[src/rtl/flash_snoop_pkg.sv]
package flash_snoop_pkg;
  localparam int BYTE_W = 8;
  localparam int HALF_W = BYTE_W / 2;
  localparam int CNT_W  = 3;

  typedef enum logic [1:0] {SN_CHECK, SN_COUNT, SN_NONE, SN_STRIPE} snoop_mode_t;
  typedef enum logic {PH_IDLE, PH_WAIT} phase_t;

  // Number of address/dummy bytes that follow an opcode; zero for unknown opcodes.
  function automatic logic [CNT_W-1:0] lead_bytes(input logic [BYTE_W-1:0] op);
    case (op)
      8'h03, 8'h02, 8'hA2, 8'h32: lead_bytes = CNT_W'(3);
      8'h0B, 8'h3B, 8'h6B, 8'hBB: lead_bytes = CNT_W'(4);
      8'hEB:                      lead_bytes = CNT_W'(6);
      default:                    lead_bytes = '0;
    endcase
  endfunction
endpackage

[src/rtl/byte_fifo.sv]
module byte_fifo import flash_snoop_pkg::*; #(
  parameter int DEPTH = 16,
  localparam int AW = $clog2(DEPTH),
  localparam int CW = AW + 1
) (
  input  logic              clk,
  input  logic              rst,
  input  logic [1:0]        push_n,
  input  logic [BYTE_W-1:0] d0,
  input  logic [BYTE_W-1:0] d1,
  input  logic [1:0]        pop_n,
  output logic [BYTE_W-1:0] q0,
  output logic [BYTE_W-1:0] q1,
  output logic [CW-1:0]     count
);
  logic [BYTE_W-1:0] mem [DEPTH];
  logic [AW-1:0]     wp, rp;

  // storage without reset so it maps onto distributed RAM
  always_ff @(posedge clk) begin
    if (push_n != 2'd0) mem[wp] <= d0;
    if (push_n == 2'd2) mem[wp + AW'(1)] <= d1;
  end

  always_ff @(posedge clk) begin
    if (rst) begin
      wp    <= '0;
      rp    <= '0;
      count <= '0;
    end else begin
      wp    <= wp + AW'(push_n);
      rp    <= rp + AW'(pop_n);
      count <= count + CW'(push_n) - CW'(pop_n);
    end
  end

  assign q0 = mem[rp];
  assign q1 = mem[rp + AW'(1)];


  fifo_room_chk: assert property (@(posedge clk) disable iff (rst)
    (push_n != 2'd0) |-> (({1'b0, count} + (CW+1)'(push_n)) <= (CW+1)'(DEPTH)));

  fifo_fill_chk: assert property (@(posedge clk) disable iff (rst)
    (pop_n != 2'd0) |-> (CW'(pop_n) <= count));
endmodule

[src/rtl/lane_mix.sv]
module lane_mix import flash_snoop_pkg::*; (
  input  logic [BYTE_W-1:0] a,
  input  logic [BYTE_W-1:0] b,
  input  logic [BYTE_W-1:0] r0,
  input  logic [BYTE_W-1:0] r1,
  output logic [BYTE_W-1:0] s0,
  output logic [BYTE_W-1:0] s1,
  output logic [BYTE_W-1:0] u0,
  output logic [BYTE_W-1:0] u1
);
  // s0/s1: interleave the low/high nibbles of a and b; u0/u1: the inverse.
  for (genvar k = 0; k < HALF_W; k++) begin : g_bit
    assign s0[2*k]        = a[k];
    assign s0[2*k+1]      = b[k];
    assign s1[2*k]        = a[k+HALF_W];
    assign s1[2*k+1]      = b[k+HALF_W];
    assign u0[k]          = r0[2*k];
    assign u1[k]          = r0[2*k+1];
    assign u0[k+HALF_W]   = r1[2*k];
    assign u1[k+HALF_W]   = r1[2*k+1];
  end
endmodule

[src/rtl/snoop_fsm.sv]
module snoop_fsm import flash_snoop_pkg::*; (
  input  logic              clk,
  input  logic              rst,
  input  logic              cs_idle,
  input  logic              step,
  input  logic [BYTE_W-1:0] op,
  output logic              striping
);
  snoop_mode_t      mode;
  logic [CNT_W-1:0] cnt;
  logic [CNT_W-1:0] lead;

  assign lead = lead_bytes(op);

  always_ff @(posedge clk) begin
    if (rst || cs_idle) begin
      mode <= SN_CHECK;
      cnt  <= '0;
    end else if (step) begin
      unique case (mode)
        SN_CHECK: begin
          cnt  <= lead;
          mode <= (lead == '0) ? SN_NONE : SN_COUNT;
        end
        SN_COUNT: begin
          cnt <= cnt - CNT_W'(1);
          if (cnt == CNT_W'(1)) mode <= SN_STRIPE;
        end
        default: ;
      endcase
    end
  end

  assign striping = (mode == SN_STRIPE);


  idle_check_chk: assert property (@(posedge clk) disable iff (rst)
    cs_idle |=> (mode == SN_CHECK));

  stripe_hold_chk: assert property (@(posedge clk) disable iff (rst)
    (mode == SN_STRIPE && !cs_idle) |=> (mode == SN_STRIPE));

  none_hold_chk: assert property (@(posedge clk) disable iff (rst)
    (mode == SN_NONE && !cs_idle) |=> (mode == SN_NONE));

  count_live_chk: assert property (@(posedge clk) disable iff (rst)
    (mode == SN_COUNT) |-> (cnt != '0));
endmodule

[src/rtl/flash_stripe_snoop.sv]
module flash_stripe_snoop import flash_snoop_pkg::*; #(
  parameter int TX_DEPTH = 16,
  parameter int RX_DEPTH = 16,
  localparam int TCW = $clog2(TX_DEPTH) + 1,
  localparam int RCW = $clog2(RX_DEPTH) + 1
) (
  input  logic              clk,
  input  logic              rst,
  input  logic              cs_idle,
  input  logic              dual_bus,
  input  logic              tx_wr,
  input  logic [BYTE_W-1:0] tx_byte,
  output logic              tx_full,
  input  logic              xfer_req,
  output logic              bus_go,
  output logic [BYTE_W-1:0] bus_out0,
  output logic [BYTE_W-1:0] bus_out1,
  input  logic              bus_done,
  input  logic [BYTE_W-1:0] bus_in0,
  input  logic [BYTE_W-1:0] bus_in1,
  input  logic              rx_rd,
  output logic [BYTE_W-1:0] rx_byte,
  output logic              rx_empty,
  output logic              ovf_evt,
  output logic              unf_evt
);
  phase_t            phase;
  logic              pend_str, striping, stripe_now, want, issue, arrive, rx_room;
  logic [1:0]        need, tx_push_n, tx_pop_n, rx_need, rx_push_n, rx_pop_n;
  logic [TCW-1:0]    tx_count;
  logic [RCW-1:0]    rx_count;
  logic [BYTE_W-1:0] tx_h0, tx_h1, mix0, mix1, un0, un1, rx_d0, rx_h1_unused;

  assign stripe_now = striping && dual_bus;
  assign need       = stripe_now ? 2'd2 : 2'd1;
  assign want       = (phase == PH_IDLE) && xfer_req && !cs_idle;
  assign issue      = want && (tx_count >= TCW'(need));
  assign tx_full    = (tx_count == TCW'(TX_DEPTH));
  assign tx_push_n  = {1'b0, tx_wr && !tx_full};
  assign tx_pop_n   = issue ? need : 2'd0;

  assign arrive     = (phase == PH_WAIT) && bus_done;
  assign rx_need    = pend_str ? 2'd2 : 2'd1;
  assign rx_room    = ({1'b0, rx_count} + (RCW+1)'(rx_need)) <= (RCW+1)'(RX_DEPTH);
  assign rx_push_n  = (arrive && rx_room) ? rx_need : 2'd0;
  assign rx_d0      = pend_str ? un0 : bus_in0;
  assign rx_empty   = (rx_count == '0);
  assign rx_pop_n   = {1'b0, rx_rd && !rx_empty};

  byte_fifo #(.DEPTH(TX_DEPTH)) u_txq (
    .clk(clk), .rst(rst), .push_n(tx_push_n), .d0(tx_byte), .d1(tx_byte),
    .pop_n(tx_pop_n), .q0(tx_h0), .q1(tx_h1), .count(tx_count));

  byte_fifo #(.DEPTH(RX_DEPTH)) u_rxq (
    .clk(clk), .rst(rst), .push_n(rx_push_n), .d0(rx_d0), .d1(un1),
    .pop_n(rx_pop_n), .q0(rx_byte), .q1(rx_h1_unused), .count(rx_count));

  lane_mix u_mix (
    .a(tx_h0), .b(tx_h1), .r0(bus_in0), .r1(bus_in1),
    .s0(mix0), .s1(mix1), .u0(un0), .u1(un1));

  snoop_fsm u_snoop (
    .clk(clk), .rst(rst), .cs_idle(cs_idle), .step(issue), .op(tx_h0),
    .striping(striping));

  always_ff @(posedge clk) begin
    if (rst) begin
      phase    <= PH_IDLE;
      pend_str <= 1'b0;
      bus_go   <= 1'b0;
      bus_out0 <= '0;
      bus_out1 <= '0;
      ovf_evt  <= 1'b0;
      unf_evt  <= 1'b0;
    end else begin
      bus_go  <= issue;
      unf_evt <= want && !issue;
      ovf_evt <= arrive && !rx_room;
      if (issue) begin
        phase    <= PH_WAIT;
        pend_str <= stripe_now;
        bus_out0 <= stripe_now ? mix0 : tx_h0;
        bus_out1 <= stripe_now ? mix1 : tx_h0;
      end else if (arrive) begin
        phase <= PH_IDLE;
      end
    end
  end


  go_pulse_chk: assert property (@(posedge clk) disable iff (rst)
    bus_go |=> !bus_go);

  unf_quiet_chk: assert property (@(posedge clk) disable iff (rst)
    unf_evt |-> !bus_go);

  ovf_keep_chk: assert property (@(posedge clk) disable iff (rst)
    (ovf_evt && !$past(rx_rd)) |-> $stable(rx_count));

  dup_bytes_chk: assert property (@(posedge clk) disable iff (rst)
    (bus_go && !pend_str) |-> (bus_out0 == bus_out1));
endmodule

[config.mk]
export PLATFORM = sky130hd
export DESIGN_NAME = flash_stripe_snoop
export DESIGN_NICKNAME = d
export VERILOG_FILES = /design/src/rtl/flash_snoop_pkg.sv /design/src/rtl/byte_fifo.sv /design/src/rtl/lane_mix.sv /design/src/rtl/snoop_fsm.sv /design/src/rtl/flash_stripe_snoop.sv
export SDC_FILE = /design/constraint.sdc
export NUM_CORES = 1
export LEC_CHECK = 0
export BUFFER_PORTS_ARGS = -buffer_cell sky130_fd_sc_hd__buf_2
export CORE_MARGIN = 8
export CORE_UTILIZATION = 35
export CTS_BUF_LIST = sky130_fd_sc_hd__clkbuf_8
export DETAILED_ROUTE_END_ITERATION = 16
export PLACE_DENSITY = 0.52
export SYNTH_ARGS = -nofsm -noshare
export SYNTH_HDL_FRONTEND = slang
export SYNTH_SLANG_ARGS = --single-unit
[constraint.sdc]
create_clock -name clk -period 6.6 [get_ports clk]
set_clock_uncertainty 0.05 [all_clocks]
set_input_delay 0.99 -clock clk [delete_from_list [all_inputs] [get_ports clk]]
set_output_delay 0.99 -clock clk [all_outputs]
set_load 0.05 [all_outputs]
Yosys cells after proc, flatten, opt, wreduce, memory -nomap -nowiden
Memory sizes are Yosys's and may differ from the RTL's. A register that Yosys moved wholly into a read port is not among the register bits.
Cells that the tools add are included.
- flip-flop bits (word level): 52
- RAM bits: 256
- input port bits: 32
- memories kept: 2
- add/subtract/negate cells: 12
- $lt $le $gt $ge: 2
- equal/unequal tests: 15
- muxes and demuxes: 22
- bitwise logic cells: 1
- reduce and logical (&&, ||, !) cells: 26
- memory list (name ; depth ; width ; read ports ; clocked after Yosys merged registers in ; write ports ; RTL line ; text):
    u_rxq.mem ; 16 ; 8 ; 1 ; 1 ; 2 ; byte_fifo.sv:16 ; logic [BYTE_W-1:0] mem [DEPTH];
    u_txq.mem ; 16 ; 8 ; 2 ; 1 ; 1 ; byte_fifo.sv:16 ;
- operator list (operator ; number):
    equality test 8 bit, second input constant ; 3
    2-to-1 mux 8 bit ; 3
    equality test 8 x 2 -> 1 bit, second input constant ; 2
    equality test 8 x 6 -> 1 bit, second input constant ; 2
    2-to-1 mux 2 bit ; 6
    logical AND 1 bit ; 10
    one-hot mux 3 bit (3 select lines) ; 1
    adder 4 x 1 -> 4 bit ; 2
    adder 4 x 1 -> 4 bit, second input constant ; 2
    adder 4 x 2 -> 4 bit ; 2
    equality test 8 x 4 -> 1 bit, second input constant ; 1
    equality test 8 x 7 -> 1 bit, second input constant ; 1
    2-to-1 mux 1 bit ; 8
    2-to-1 mux 4 bit ; 2
    OR reduction 4 bit ; 2
    adder 5 x 2 -> 6 bit ; 1
    <= comparator 6 x 5 -> 1 bit, second input constant ; 1
    one-hot mux 3 bit (2 select lines) ; 1
    nonzero test 2 bit ; 3
    adder 5 x 1 -> 5 bit ; 1
    adder 5 x 2 -> 5 bit ; 1
    equality test 5 bit, second input constant ; 1
    >= comparator 5 x 2 -> 1 bit ; 1
    zero test 1 bit ; 5
    other kinds (15) ; 16

Depth between registers and ports, before layout
Gate-level depths: netlist (run 1).
- depth in word-level cells: 8
- gate-level depth with buffers: 20
- depth with buffers taken out: 18

Hierarchy
From an unflattened synthesis (run 1), not the netlist that was laid out.
- cells, all modules: 1337
- area, all modules: 19018.2 um2
- by module, submodules not included (module ; times used ; cells an instance ; area each (um2)):
    byte_fifo (u_rxq) ; 1 ; 555 ; 8526.9
    byte_fifo (u_txq) ; 1 ; 552 ; 8506.9
    flash_stripe_snoop ; 1 ; 145 ; 1321.3
    snoop_fsm ; 1 ; 53 ; 422.9
    lane_mix ; 1 ; 32 ; 240.2

Worst setup path before layout (run 1)
Ideal clock, no wire load.
- path type: input to register
- start: in dual_bus
- end: reg u_txq.count[4]
- data arrival time: 4.189 ns
- setup slack: 2.229 ns
- stages: 17
- path buffers: 2
- cell sequence: and3_1 > inv_1 > buf_1 > ha_1 > and3b_1 > o21ai_0 > a311oi_1 > clkbuf_1 > nand2_1 > ha_1 > inv_1 > fa_1 > inv_1 > a21oi_1 > nor2_1 > or3_1 > a21oi_1
- word-level cells in the longest chain between the ends: 6
- ends and longest elaborated chain (item ; RTL line ; text):
    start, declared ; flash_stripe_snoop.sv:10 ; input logic dual_bus,
    logical AND 1 bit (*) ; flash_stripe_snoop.sv:34 ; assign stripe_now = striping && dual_bus;
    2-to-1 mux 2 bit (*) ; flash_stripe_snoop.sv:35 ; assign need = stripe_now ? 2'd2 : 2'd1;
    >= comparator 5 x 2 -> 1 bit ; flash_stripe_snoop.sv:37 ; assign issue = want && (tx_count >= TCW'(need));
    logical AND 1 bit ; flash_stripe_snoop.sv:37 ;
    2-to-1 mux 2 bit (*) ; flash_stripe_snoop.sv:40 ; assign tx_pop_n = issue ? need : 2'd0;
    subtractor 5 x 2 -> 5 bit (*) ; byte_fifo.sv:33 ; count <= count + CW'(push_n) - CW'(pop_n);
    end signal, assigned ; byte_fifo.sv:33 ;
    end, declared ; byte_fifo.sv:14 ; output logic [CW-1:0] count
Mark *: on every way between the ends. The rest lies on a longest branch, timed or not.
A chain may end at the register's enable or synchronous reset.

Final worst setup path (run 1)
- start: reg pend_str
- end: reg u_rxq.count[4]
- word-level cells in the longest chain between the ends: 7
- ends and longest elaborated chain (item ; RTL line ; text):
    start, declared ; flash_stripe_snoop.sv:28 ; logic pend_str, striping, stripe_now, want, issue, arrive, rx_room;
    start signal, assigned ; flash_stripe_snoop.sv:81 ; pend_str <= stripe_now;
    2-to-1 mux 2 bit (*) ; flash_stripe_snoop.sv:43 ; assign rx_need = pend_str ? 2'd2 : 2'd1;
    adder 5 x 2 -> 6 bit ; flash_stripe_snoop.sv:44 ; assign rx_room = ({1'b0, rx_count} + (RCW+1)'(rx_need)) <= (RCW+1)'(RX_DEPTH);
    <= comparator 6 x 5 -> 1 bit ; flash_stripe_snoop.sv:44 ;
    logical AND 1 bit ; flash_stripe_snoop.sv:45 ; assign rx_push_n = (arrive && rx_room) ? rx_need : 2'd0;
    2-to-1 mux 2 bit (*) ; flash_stripe_snoop.sv:45 ;
    adder 5 x 2 -> 5 bit (*) ; byte_fifo.sv:33 ;
    subtractor 5 x 1 -> 5 bit (*) ; byte_fifo.sv:33 ;
    end signal, assigned ; byte_fifo.sv:33 ;
    end, declared ; byte_fifo.sv:14 ;
Marks and branches as above.

==> results of run 1 <==
==> worst reg2reg max path, delay by kind of cell, from the launching register on <==
| family | cells | cell delay [ps] |
|---|---|---|
| buffers and inverters | 2 | 270 |
| XOR/XNOR | 1 | 180 |
| flip-flops | 1 | 950 |
| AND/OR/NAND/NOR | 4 | 630 |
| AO/OA/AOI/OAI | 4 | 860 |
| adder cells (fa/ha/maj) | 4 | 1500 |
==> final cells by class <==
class / instances / area [um2]
Fill cell: 4090 / 26600
Sequential cell: 308 / 8730
Multi-Input combinational cell: 629 / 6530
Clock buffer: 58 / 798
Tap cell: 592 / 741
Timing Repair Buffer: 81 / 458
Clock inverter: 40 / 196
Inverter: 34 / 128
==> cell usage in the layout, fill, tap and decap left out, drive strengths merged, types with 25 or more instances in the layout <==
cell	count
edfxtp	256
mux2	144
mux4	100
buf	81
nor2	79
clkbuf	58
dfxtp	52
inv	43
nand2	35
ha	33
nor2b	29
clkinv	29
a21oi	25
==> cells by family (layout without fill, tap and decap cells) <==
logic type / count (synthesis) / after routing / share of synthesized area
DFF: 308 / 308 / 0.558
muxes: 258 / 258 / 0.256
and+or+nand+nor: 211 / 211 / 0.0684
AOI/OAI and AO/OA: 105 / 105 / 0.0472
buffers and inverters: 105 / 213 / 0.0279
adders and majority gates: 38 / 38 / 0.0328
xor gates and xnor gates: 17 / 17 / 0.00951
==> metrics by stage <==
stage	instance area (um2)	hold slack [ps]	power [uW]	instances	utilization
6_report	17600	424	5440	1742	0.398
3_5_place_dp	16600	419	3840	1644	0.375
4_1_cts	17600	425	5520	1742	0.398
5_1_grt	17600	445	5730	1742	0.398
2_1_floorplan	15600	408	3460	1042	-
3_3_place_gp	16600	416	3840	1644	0.375
==> path summary, 6_finish.rpt <==
kind	start	endpoint	slack (ps)	depth (start not counted)
max	pend_str	u_rxq.count[4]	2080	15
min	bus_out1[1]	bus_out1[1]	420	2
max reg2reg	pend_str	u_rxq.count[4]	2080	15
min reg2reg	bus_out1[1]	bus_out1[1]	420	2
==> registers in the layout, summed over array words and instances, names as in the netlist, 5 cells and up <==
signal	flops
bus_out0	8
u_rxq.count	5
u_txq.count	5
u_rxq.mem	128
u_txq.mem	128
bus_out1	8
==> power groups by stage <==
stage | Combinational (uW) | Clock [uW] | Sequential, uW
after floorplan | 1100 | 0 | 2370
after global placement | 1520 | 0 | 2330
after detailed placement | 1520 | 0 | 2330
after CTS | 1520 | 1710 | 2290
after global routing | 1640 | 1790 | 2300
final | 1500 | 1650 | 2290
==> routing by layer <==
layer  share of wire  GRT usage  vias to the layer above
li1                -          -                     4215
met1            0.42      0.193                     4663
met2            0.50      0.263                      236
met3           0.053     0.0318                       71
met4           0.026     0.0519                        0
met5               0          0                        -
==> impl_metrics.csv, run 1 <==
group,metric,value,unit
run_status,status,"finished clean",
synth,synth_edf_count,256,
floorplanning,io_pins,61,
clock_network,hold_buffers,0,
power,intPower,3700,uW
synth,yosysWarnings,0,
job,cap_violations,0,
worst_setup_path,cp.arrival,5000,ps
placed_design,place.gp.congestion,0.775,
worst_setup_path,crit_fanout,21,
finish,fin_nets,1179,
clock_network,cts_max_level,2,
floorplanning,core-area,44200,um2
grt,gr-total-overflow,0,
sta,drv_slew,0,
synth,avgSynthCellArea,15.0,um2
synth,synthTopCellsByArea,"edfxtp_1 49%, mux4_2 14%, mux2_2 10%, dfxtp_1 6.7%, ha_1 2.6%",
synth,synth_most_common_cell,"edfxtp_1",
clock_network,post-cts-setup-buffers,0,
sta,setup_viol,0,
grt,grtUsageTotal,0.154,
synth,syn_nets,1112,
clock_network,cts.path.max_buffers,3,
clock_network,clk_pin_slew,60,ps
clock_network,numCtsBuffers,55,
placed_design,pre_cts_ws,1530,ps
routing,vias_per_cell,5.27,
routing,drc,0,
power,swShare,0.320,
clock_network,cts_sinks,308,
power,power.switching,1740,uW
floorplanning,rows,77,
grt,grt_pass1_vias,9478,
grt,grt_pass1_wl,59900,um
sta,worst_slack,2080,ps
synth,synthTopCellsByCount,"256 x edfxtp_1, 143 x mux2_2, 100 x mux4_2, 75 x nor2_1, 52 x dfxtp_1",
synth,yosysUniqueCellTypes,62,
worst_setup_path,end_kind,"flop",
clock_network,clk_latency,630,ps
synth,async_flop_share,0,
sta,tightest_slew,1210,ps
sta,rsz0062_at_grt,"false",
power,leakagePower,0.00582,uW
worst_setup_path,cp_slowest_cell,"dfxtp_1",
clock_network,tritoncts,"done",
synth,ys_ff_latch,308,
clock_network,cts_root_buffer,"clkbuf_8",
finish,layout-drive-gt1-share,0.363,
floorplanning,dieHeight,227,um
sta,min_period,4520,ps
worst_setup_path,max_stage_delay,950,ps
synth,synth_top_area_frac,0.491,
power,power_frac_seq,0.421,
routing,wl_per_cell,22.7,um
synth,yosys.area.top_type,"edfxtp_1",
sta,slew_headroom,0.193,
finish,num_antenna_cells,0,
worst_setup_path,crit_family,"adder cells",
floorplanning,die-area,51700,um2
worst_setup_path,cp_cell_sequence,"inv_1 -> ha_1 -> fa_1 -> nand2_1 -> xor2_1 -> o21bai_1 -> a211oi_2 -> nand2_1 -> ha_1 -> inv_1 -> fa_1 -> a21oi_1 -> nor2_1 -> or3_1 -> a21oi_1",
power,peakVddDrop,0.141,mV
grt,grt_max_degree,50,
synth,ys_seq_area_frac,0.558,
placed_design,numPortBuffers,60,
synth,synthCells,1042,
routing,finalWirelength,39500,um
worst_setup_path,start_kind,"flop",
synth,dominantRegCellSynth,"edfxtp_1",
routing,first_iter_violations,563,
sta,fmax,221,MHz
sta,finalCritPeriodShare,0.685,
worst_setup_path,required,7070,ps
synth,synth_area,15600,um2
floorplanning,start_util,0.354,
grt,antenna_found_initial,1,
clock_network,ctsResizeCount,0,
sta,setup_tns,0,ps
power,cellPowerDensity,309,nW/um2
floorplanning,die_width,227,um
hold_path,hold_path_class,"flop to flop",
sta,timing_hold_violations_final,0,
finish,syn2layout_area_growth,12.4,%
placed_design,hpwl,27000,um
power,clockPowerShare,0.304,
power,combPwrFrac,0.276,
worst_setup_path,path_class,"flop to flop",
routing,vias,9185,
routing,antenna_left,0,
routing,drt_pass1_iterations,7,
worst_setup_path,path_buf_inv,2,
Power figures use the tool's default switching activity.
==> inputs of run 2 (changes only) <==
Clock period 6.6 ns to 4.5 ns, I/O delays scaled along.
==> run 2 against run 1 <==
Compared with the run above: combinational power up 49%; register-to-register slack got worse by 1200 ps; first-iteration DRC count increased by 25%; core utilization rose by 0.51 points; largest cell class unchanged; clock-buffer cell count down 4; die area unchanged; cell count rose by 1.8%; clock power grew 47%; non-clock buffer count rose by 28; wire length grew 1.9%; power grew 47%; sequential share of layout area shrank 0.63 points.
==> impl_metrics.csv, run 2 (synthesis gave the netlist of run 1 again) <==
group,metric,value,unit
run_status,status,"finished clean",
worst_setup_path,end_kind,"output port",
clock_network,post-cts-setup-buffers,0,
clock_network,cts.path.max_buffers,3,
grt,grt_pass1_vias,9577,
routing,vias_per_cell,5.30,
placed_design,place.gp.congestion,0.814,
worst_setup_path,cp.arrival,3030,ps
sta,finalCritPeriodShare,0.835,
floorplanning,dieHeight,227,um
grt,antenna_found_initial,2,
finish,final_common_cell,"edfxtp_1",
grt,gr-total-overflow,0,
sta,tightest_slew,972,ps
job,cap_violations,0,
worst_setup_path,start_kind,"flop",
routing,wl_per_cell,22.7,um
placed_design,numPortBuffers,60,
clock_network,cts_root_buffer,"clkbuf_8",
worst_setup_path,r2r-end,"u_txq.count[4]",
sta,setup_tns,0,ps
routing,vias,9394,
floorplanning,rows,77,
worst_setup_path,r2r_start,"u_snoop.mode[0]",
routing,antenna_left,0,
grt,grt_pass1_wl,60700,um
finish,syn2layout_area_growth,13.8,%
worst_setup_path,cp-startpoint,"u_rxq.rp[0]",
finish,utilization,0.403,
power,finalPower,8020,uW
placed_design,hpwl,27600,um
sta,setup_viol,0,
worst_setup_path,critPathCapture,"rx_byte[2]",
floorplanning,start_util,0.354,
sta,worst_slack,742,ps
routing,drc,0,
finish,top_regs,"u_rxq.mem: 128 flops, u_txq.mem: 128 flops",
sta,hold_ws,286,ps
clock_network,cts_sinks,308,
sta,fmax,266,MHz
routing,drt_pass1_iterations,5,
power,leakagePower,0.00598,uW
power,peakVddDrop,0.264,mV
grt,grtUsageTotal,0.156,
grt,grt_max_degree,62,
sta,min_period,3760,ps
clock_network,numCtsBuffers,54,
placed_design,pre_cts_ws,631,ps
routing,finalWirelength,40300,um
clock_network,clk_pin_slew,60,ps
sta,drv_slew,0,
floorplanning,die-area,51700,um2
worst_setup_path,reg2reg_slack,880,ps
clock_network,tritoncts,"done",
sta,rsz0062_at_grt,"false",
finish,mostFrequentLayoutCells,"256 x edfxtp_1, 143 x mux2_2, 100 x mux4_2",
clock_network,clk_latency,630,ps
clock_network,ctsResizeCount,0,
finish,fin_nets,1206,
worst_setup_path,crit_fanout,17,
finish,layout-drive-gt1-share,0.375,
sta,slew_headroom,0.352,
power,cellPowerDensity,450,nW/um2
worst_setup_path,reg2reg_depth,18,
clock_network,hold_buffers,0,
floorplanning,core-area,44200,um2
clock_network,cts_max_level,2,
hold_path,hold_path_class,"input pin to flop",
worst_setup_path,required,3770,ps
routing,first_iter_violations,704,
sta,timing_hold_violations_final,0,
worst_setup_path,path_class,"flop to output port",
floorplanning,die_width,227,um
floorplanning,io_pins,61,
run 2: area by class of cell:
class	count	area [um2]
clock buffers	54	743
clock inverters	45	248
flip-flops and latches	308	8730
multi-input cells	629	6520
inverters	34	128
fillers	4095	26400
diodes	2	5.00
repair buffers	109	693
well taps	592	741
run 2: critical path, stage by stage (launching register included):
cell and delay, ps:
dfxtp_2 780, buf_4 330, mux4_2 560, mux4_2 500, buf_2 230
run 2: how the worst min path moves through the flow:
stage                      from        endpoint  slack (ps)  depth (start not counted)
floorplan                 phase           phase         410                          2
global placement    bus_out0[0]     bus_out0[0]         400                          2
detailed placement  bus_out0[1]     bus_out0[1]         410                          2
CTS                     cs_idle  u_snoop.cnt[2]         220                          2
global route            cs_idle  u_snoop.cnt[2]         260                          2
finish                  cs_idle  u_snoop.cnt[2]         290                          2
run 2: power by group:
group | total, uW | switching (uW) | internal [uW]
clock | 2420 | 1180 | 1240
sequential | 3360 | 136 | 3220
combinational | 2240 | 1240 | 1000
total | 8020 | 2550 | 5460
run 2: through the flow:
stage | area (um2) | instances
final | 17800 | 1773
after global routing | 17800 | 1771
after CTS | 17800 | 1771
after detailed placement | 16800 | 1672
after global placement | 16800 | 1672
after floorplan | 15600 | 1042
run 2: metal layers:
metal	vias to the layer above	GRT usage	part of all wire
met4	0	0.0476	0.022
li1	4279	-	-
met1	4800	0.199	0.43
met2	250	0.266	0.50
met5	-	0	0
met3	65	0.0319	0.050
